<file path="config.mk">
export PLATFORM = sky130hd
export DESIGN_NAME = ppsvc_top
export DESIGN_NICKNAME = d
export VERILOG_FILES = /design/src/rtl/ppsvc_pkg.sv /design/src/rtl/ppsvc_fault_sync.sv /design/src/rtl/ppsvc_svc_eval.sv /design/src/rtl/ppsvc_ctrl_reg.sv /design/src/rtl/ppsvc_top.sv
export SDC_FILE = /design/constraint.sdc
export NUM_CORES = 1
export LEC_CHECK = 0
export ABC_AREA = 1
export BUFFER_PORTS_ARGS = -buffer_cell sky130_fd_sc_hd__buf_2
export CORE_MARGIN = 5
export CORE_UTILIZATION = 31
export CTS_CLUSTER_DIAMETER = 50
export CTS_CLUSTER_SIZE = 16
export DETAILED_ROUTE_END_ITERATION = 8
export GPL_TIMING_DRIVEN = 1
export PLACE_DENSITY = 0.73
export SLEW_MARGIN = 20
export SYNTH_ARGS = -nofsm -noshare
export SYNTH_HDL_FRONTEND = slang
export SYNTH_SLANG_ARGS = --single-unit
</file>
<file path="constraint.sdc">
create_clock -name clk -period 0.8 [get_ports clk]
set_input_delay 0 -clock clk [delete_from_list [all_inputs] [get_ports clk]]
set_output_delay 0 -clock clk [all_outputs]
set_load 0.01 [all_outputs]
</file>
<file path="src/rtl/ppsvc_pkg.sv">
// Package: shared types and fixed decode constants for the parallel-port
// service interrupt controller. Assumes an 8-bit control register layout.
package ppsvc_pkg;

    // Writable part of the control register (bits 7:2).
    typedef struct packed {
        logic [2:0] mode;     // bits 7:5
        logic       err_dis;  // bit 4, 1 masks the fault interrupt
        logic       dma_en;   // bit 3
        logic       svc;      // bit 2, self-setting service flag
    } ctrl_t;

    localparam logic [2:0] MODE_CFG   = 3'b111;
    localparam int unsigned CFG_A_OFS = 32'h400;
    localparam int unsigned CFG_B_OFS = 32'h401;
    localparam int unsigned CTRL_OFS  = 32'h402;

    localparam ctrl_t CTRL_RST = '{mode: 3'b000, err_dis: 1'b1, dma_en: 1'b0, svc: 1'b1};

endpackage

</file>
<file path="src/rtl/ppsvc_fault_sync.sv">
// Module: ppsvc_fault_sync
// Brings the asynchronous active-low fault line into the clock domain with a
// SYNC_STAGES flop chain, then flags a one-cycle falling edge.
// Assumes fault_n is glitch-free for at least two clocks per level.
module ppsvc_fault_sync #(
    parameter int unsigned SYNC_STAGES = 2
) (
    input  logic clk,
    input  logic rst_n,
    input  logic fault_n,
    output logic fault_lvl_n,
    output logic fault_fall
);
    logic [SYNC_STAGES-1:0] sync_q;
    logic                   prev_q;

    // Synchronizer chain; idles high (no fault) out of reset.
    always_ff @(posedge clk) begin
        if (!rst_n) sync_q <= '1;
        else        sync_q <= {sync_q[SYNC_STAGES-2:0], fault_n};
    end

    // Previous synchronized level, used for edge detection.
    always_ff @(posedge clk) begin
        if (!rst_n) prev_q <= 1'b1;
        else        prev_q <= sync_q[SYNC_STAGES-1];
    end

    assign fault_lvl_n = sync_q[SYNC_STAGES-1];
    assign fault_fall  = prev_q & ~sync_q[SYNC_STAGES-1];

endmodule

</file>
<file path="src/rtl/ppsvc_svc_eval.sv">
// Module: ppsvc_svc_eval
// Picks the service trigger source from the DMA enable and direction, and
// raises svc_fire when that source is active while the service flag is clear.
// Assumes the counts never exceed the FIFO depth.
module ppsvc_svc_eval #(
    parameter int unsigned CNT_W     = 5,
    parameter int unsigned WR_THRESH = 8,
    parameter int unsigned RD_THRESH = 8
) (
    input  logic             svc,
    input  logic             dma_en,
    input  logic             dir,
    input  logic             dma_tc,
    input  logic [CNT_W-1:0] fifo_free,
    input  logic [CNT_W-1:0] fifo_valid,
    output logic             svc_fire
);
    localparam logic [CNT_W-1:0] WR_LIM = CNT_W'(WR_THRESH);
    localparam logic [CNT_W-1:0] RD_LIM = CNT_W'(RD_THRESH);

    logic cond;

    // Trigger source selection: terminal count, free space or valid data.
    always_comb begin
        if (dma_en)   cond = dma_tc;
        else if (dir) cond = (fifo_valid >= RD_LIM);
        else          cond = (fifo_free >= WR_LIM);
    end

    assign svc_fire = ~svc & cond;

endmodule

</file>
<file path="src/rtl/ppsvc_ctrl_reg.sv">
// Module: ppsvc_ctrl_reg
// Holds the control register, applies software writes and the hardware set
// of the service flag, forms read data, the configuration selects and the
// fault-mask re-arm event. Assumes one register access per clock.
module ppsvc_ctrl_reg
    import ppsvc_pkg::*;
#(
    parameter int unsigned ADDR_W = 11,
    parameter int unsigned CNT_W  = 5
) (
    input  logic              clk,
    input  logic              rst_n,
    input  logic [ADDR_W-1:0] bus_addr,
    input  logic              bus_wr,
    input  logic [7:0]        bus_wdata,
    input  logic [CNT_W-1:0]  fifo_free,
    input  logic [CNT_W-1:0]  fifo_valid,
    input  logic              svc_fire,
    input  logic              fault_lvl_n,
    output ctrl_t             ctrl,
    output logic              wr_ctrl,
    output logic              arm_fire,
    output logic [7:0]        rdata,
    output logic              cfg_a_sel,
    output logic              cfg_b_sel
);
    ctrl_t ctrl_q;
    logic  cfg_mode;

    assign wr_ctrl  = bus_wr && (bus_addr == ADDR_W'(CTRL_OFS));
    assign cfg_mode = (ctrl_q.mode == MODE_CFG);

    // Register update: a hardware set of the service flag wins over software.
    always_ff @(posedge clk) begin
        if (!rst_n) begin
            ctrl_q <= CTRL_RST;
        end else begin
            if (wr_ctrl) begin
                ctrl_q.mode    <= bus_wdata[7:5];
                ctrl_q.err_dis <= bus_wdata[4];
                ctrl_q.dma_en  <= bus_wdata[3];
                ctrl_q.svc     <= bus_wdata[2];
            end
            if (svc_fire) ctrl_q.svc <= 1'b1;
        end
    end

    // Unmasking the fault interrupt while the fault is already active.
    assign arm_fire = wr_ctrl && ctrl_q.err_dis && !bus_wdata[4] && !fault_lvl_n;

    // Read data with live full and empty flags.
    always_comb begin
        rdata = {ctrl_q.mode, ctrl_q.err_dis, ctrl_q.dma_en, ctrl_q.svc,
                 (fifo_free == '0), (fifo_valid == '0)};
    end

    // Configuration register selects, decoded only in configuration mode.
    assign cfg_a_sel = cfg_mode && (bus_addr == ADDR_W'(CFG_A_OFS));
    assign cfg_b_sel = cfg_mode && (bus_addr == ADDR_W'(CFG_B_OFS));

    assign ctrl = ctrl_q;

    // only a software write of 0 may drop the service flag.
    assert_svc_sticky_R7: assert property (@(posedge clk) disable iff (!rst_n)
        $fell(ctrl_q.svc) |-> $past(wr_ctrl && !bus_wdata[2]));

    // at most one configuration select at a time.
    assert_cfg_sel_excl_R9: assert property (@(posedge clk) disable iff (!rst_n)
        $onehot0({cfg_a_sel, cfg_b_sel, wr_ctrl}));

endmodule

</file>
<file path="src/rtl/ppsvc_top.sv">
// Module: ppsvc_top
// Parallel-port FIFO service interrupt controller. Combines the control
// register, the service trigger evaluation and the fault edge path into a
// registered one-cycle interrupt pulse and a gated DMA enable.
// Assumes fifo_free and fifo_valid come from the same clock domain.
module ppsvc_top
    import ppsvc_pkg::*;
#(
    parameter int unsigned ADDR_W     = 11,
    parameter int unsigned FIFO_DEPTH = 16,
    parameter int unsigned WR_THRESH  = FIFO_DEPTH / 2,
    parameter int unsigned RD_THRESH  = FIFO_DEPTH / 2,
    localparam int unsigned CNT_W     = $clog2(FIFO_DEPTH + 1)
) (
    input  logic              clk,
    input  logic              rst_n,
    input  logic [ADDR_W-1:0] bus_addr,
    input  logic              bus_wr,
    input  logic [7:0]        bus_wdata,
    output logic [7:0]        ctrl_rdata,
    input  logic [CNT_W-1:0]  fifo_free,
    input  logic [CNT_W-1:0]  fifo_valid,
    input  logic              dma_tc,
    input  logic              dir,
    input  logic              fault_n,
    output logic              irq,
    output logic              dma_en_o,
    output logic              cfg_a_sel,
    output logic              cfg_b_sel
);
    ctrl_t ctrl;
    logic  wr_ctrl, arm_fire, svc_fire;
    logic  fault_lvl_n, fault_fall, fault_fire;
    logic  irq_q;

    ppsvc_fault_sync #(.SYNC_STAGES(2)) u_fault (
        .clk         (clk),
        .rst_n       (rst_n),
        .fault_n     (fault_n),
        .fault_lvl_n (fault_lvl_n),
        .fault_fall  (fault_fall)
    );

    ppsvc_svc_eval #(
        .CNT_W     (CNT_W),
        .WR_THRESH (WR_THRESH),
        .RD_THRESH (RD_THRESH)
    ) u_eval (
        .svc        (ctrl.svc),
        .dma_en     (ctrl.dma_en),
        .dir        (dir),
        .dma_tc     (dma_tc),
        .fifo_free  (fifo_free),
        .fifo_valid (fifo_valid),
        .svc_fire   (svc_fire)
    );

    ppsvc_ctrl_reg #(.ADDR_W(ADDR_W), .CNT_W(CNT_W)) u_reg (
        .clk         (clk),
        .rst_n       (rst_n),
        .bus_addr    (bus_addr),
        .bus_wr      (bus_wr),
        .bus_wdata   (bus_wdata),
        .fifo_free   (fifo_free),
        .fifo_valid  (fifo_valid),
        .svc_fire    (svc_fire),
        .fault_lvl_n (fault_lvl_n),
        .ctrl        (ctrl),
        .wr_ctrl     (wr_ctrl),
        .arm_fire    (arm_fire),
        .rdata       (ctrl_rdata),
        .cfg_a_sel   (cfg_a_sel),
        .cfg_b_sel   (cfg_b_sel)
    );

    assign fault_fire = fault_fall & ~ctrl.err_dis;

    // Interrupt pulse register: one clock for each event (merged if they coincide).
    always_ff @(posedge clk) begin
        if (!rst_n) irq_q <= 1'b0;
        else        irq_q <= svc_fire | fault_fire | arm_fire;
    end

    assign irq      = irq_q;
    assign dma_en_o = ctrl.dma_en & ~ctrl.svc;

    // an unmasked synchronized falling edge is followed by a pulse.
    assert_fault_edge_irq_R1: assert property (@(posedge clk) disable iff (!rst_n)
        fault_fall && !ctrl.err_dis |=> irq);

    // unmasking during an active fault is followed by a pulse.
    assert_unmask_refire_R2: assert property (@(posedge clk) disable iff (!rst_n)
        wr_ctrl && ctrl.err_dis && !bus_wdata[4] && !fault_lvl_n |=> irq);

    // a hardware set of the service flag always comes with a pulse.
    assert_svc_set_irq_R7: assert property (@(posedge clk) disable iff (!rst_n)
        $rose(ctrl.svc) && !$past(wr_ctrl && bus_wdata[2]) |-> irq);

endmodule

</file>
==> impl_metrics.json <==
{
  "first_pass_grt_wire_length_um": 2660,
  "final_net_count": 170,
  "cts.htree.levels": 1,
  "port-buffer-count": 44,
  "tritoncts": "done",
  "clk_pin_slew_ps": 70,
  "initial_utilization": 0.330,
  "share_of_synthesized_cell_area_in_full_adder_half_adder_and_majority_cells": 0,
  "post_synth_num_cell_types": 16,
  "wl_per_cell_um": 10.6,
  "critical_path.max_fanout": 2,
  "place_hpwl_um": 1230,
  "grt_setup_unrepaired": "yes",
  "ioPinCount": 47,
  "stdcell_count": 150,
  "worst_skew_pair.late_latency_ps": 270,
  "violations": "hold timing, setup timing",
  "floorplan.rows": 14,
  "layout-drive-gt1-share": 0.597,
  "holdCritPathClass": "in -> reg",
  "detailroute.via_count": 658,
  "finalClockSkew_ps": 2.76,
  "hold_slack_ps": -1.57,
  "period_needed_ps": 1180,
  "synth_cells": 74,
  "finalMaxSlewViolations": 0,
  "synth.top_cells.by_area": "dfxtp_1 (40%), nor2_1 (12%), nand2_1 (11%), inv_1 (8.3%), o21ai_0 (4.0%)",
  "worstSetupEndpointType": "output port",
  "timing.final.setup_violations": 8,
  "mostFrequentLayoutCell": "buf_2",
  "worst_setup_path_start_kind": "flip-flop",
  "grt.overflow.total": 0,
  "main_combinational_cell_family_by_area_after_synthesis": "simple AND/OR/NAND/NOR gates",
  "synth.yosys.seq_area_share": 0.403,
  "min_period_over_period": 1.47,
  "yosysWarnings": 0,
  "synth.mux.area_fraction": 0,
  "clock-sinks": 10,
  "drt_wl_total_um": 1580,
  "remaining_antenna_violation_count_after_routing": 0,
  "antenna_found_initial": 0,
  "grt_pass1_vias": 642,
  "r2r_setup_slack_ps": -120,
  "drc_errors": 0,
  "cts_inserted_buffers": 3,
  "mappedNetlistArea_um2": 497,
  "timing_hold_violations_final": 1,
  "static-leakage-power_uw": 0.000497,
  "yosys.area.top_type_share": 0.403,
  "mostFrequentLayoutCells": "buf_2 (40), nand2_1 (14), nor2_1 (12)",
  "flow.area_growth_from_synthesis_pct": 92.7,
  "final_core_utilization": 0.635,
  "synth_xor_area_frac": 0,
  "max_slew_margin": 0.863,
  "outcome": "complete, but fails checks",
  "highest_clock_frequency_the_design_can_meet_mhz": 847,
  "post_drt_via_cell_ratio": 4.39,
  "critical_path_data_required_time_ps": 800,
  "place_congestion": 0.718,
  "antenna_cells_inserted": 0,
  "post-place-cells": 140,
  "drt_pre_antenna_iters": 4,
  "grt_max_degree": 10,
  "power.density_cell_area_nw_per_um2": 1170,
  "grtUsageTotal": 0.136,
  "vdd_ir_drop_max_mv": 0.652,
  "timing_worst_slew_pin_value_ps": 204,
  "floorplan.die.height_um": 50.0,
  "die-area_um2": 2500,
  "synth-compound-area-share": 0.0932,
  "synth_simple_gate_area_frac": 0.380,
  "final.setup.tns_ps": -1100,
  "post_route_setup_slack_ps": -380,
  "clockRootBuffer": "clkbuf_4",
  "synth.largest_area_cell": "dfxtp_1",
  "drv.max_cap_violation_count": 0,
  "core_region_area_um2": 1510,
  "max_clock_buf_depth": 2,
  "synthesis.nets": 109,
  "synth.avg_cell_area_um2": 6.71,
  "die_x_um": 50.0,
  "cp.arrival_ps": 1180,
  "dr.first_iter.drc_count": 3,
  "ys_ff_latch": 10,
  "category_of_the_critical_setup_timing_path": "reg -> out"
}
[sequential cells by signal, indices dropped and copies added, names as in the netlist]
| name | flops |
|---|---|
| u_reg.ctrl | 6 |
| u_fault.sync_q | 2 |
| irq | 1 |
| u_fault.prev_q | 1 |
[power by group]
group / leakage (uW) / internal, uW / switching [uW]
Combinational: 0.000394 / 93.0 / 60.2
Sequential: 0.0000823 / 503 / 1.84
Clock: 0.0000210 / 277 / 181
[routing by layer]
metal,vias to the layer above,share of wire,GRT usage
li1,351,-,-
met1,273,0.39,0.144
met2,30,0.48,0.236
met3,4,0.10,0.0452
met4,0,0.022,0.0655
met5,-,0,0
[metrics by stage]
step                hold slack, ps  area, um^2  setup WS [ps]  power [uW]
finish                       -1.57         957           -380        1120
global route                  2.17         957           -493        1180
CTS                           3.27         938           -405        1130
detailed placement             195         791           -166         650
global placement               187         791           -136         648
floorplan                     26.8         505          -83.6         558
[layout make-up]
class                   instances  area, um^2
repair buffers                 58         383
clock buffers                   4        36.3
flip-flops and latches         10         208
inverters                      12        46.3
fillers                       148         549
multi-input cells              50         264
well taps                      16        20.0
[logic make-up (layout without fill, tap and decap cells)]
| kind of cell | Yosys count | after routing |
|---|---|---|
| simple gates | 42 | 42 |
| buf+inv | 14 | 74 |
| flops | 10 | 10 |
| compound gates | 8 | 8 |
[cells in the mapped netlist (all sizes together)]
library cell  instances
a21oi                 3
buf                   2
clkinv                1
dfxtp                10
inv                  11
nand2                15
nand3                 3
nand4                 1
nor2                 17
nor4                  3
o211ai                1
o21ai                 4
or2                   3
[timing repair]
action,4_1_cts,5_1_grt
hold buffers,4,0
endpoints found under the hold margin,4,0
setup buffers,3,1
gates resized for setup,13,9
pin swaps,10,9
setup endpoints to repair,8,11
[path summary, 6_finish.rpt]
check                     from  depth (start not counted)                 to
max reg2reg      u_reg.ctrl[1]                          6      u_reg.ctrl[0]
max              u_reg.ctrl[4]                          5          cfg_b_sel
min reg2reg  u_fault.sync_q[0]                          1  u_fault.sync_q[1]
min               bus_wdata[6]                          3      u_reg.ctrl[4]
[critical path, stage by stage, from the launching register on]
cell     delay [ps]
dfxtp_2         330
inv_2            40
nor4_2          210
nand2_1         130
nor2_2           80
buf_2           130
No activity file was read; power rests on OpenSTA's default activity.
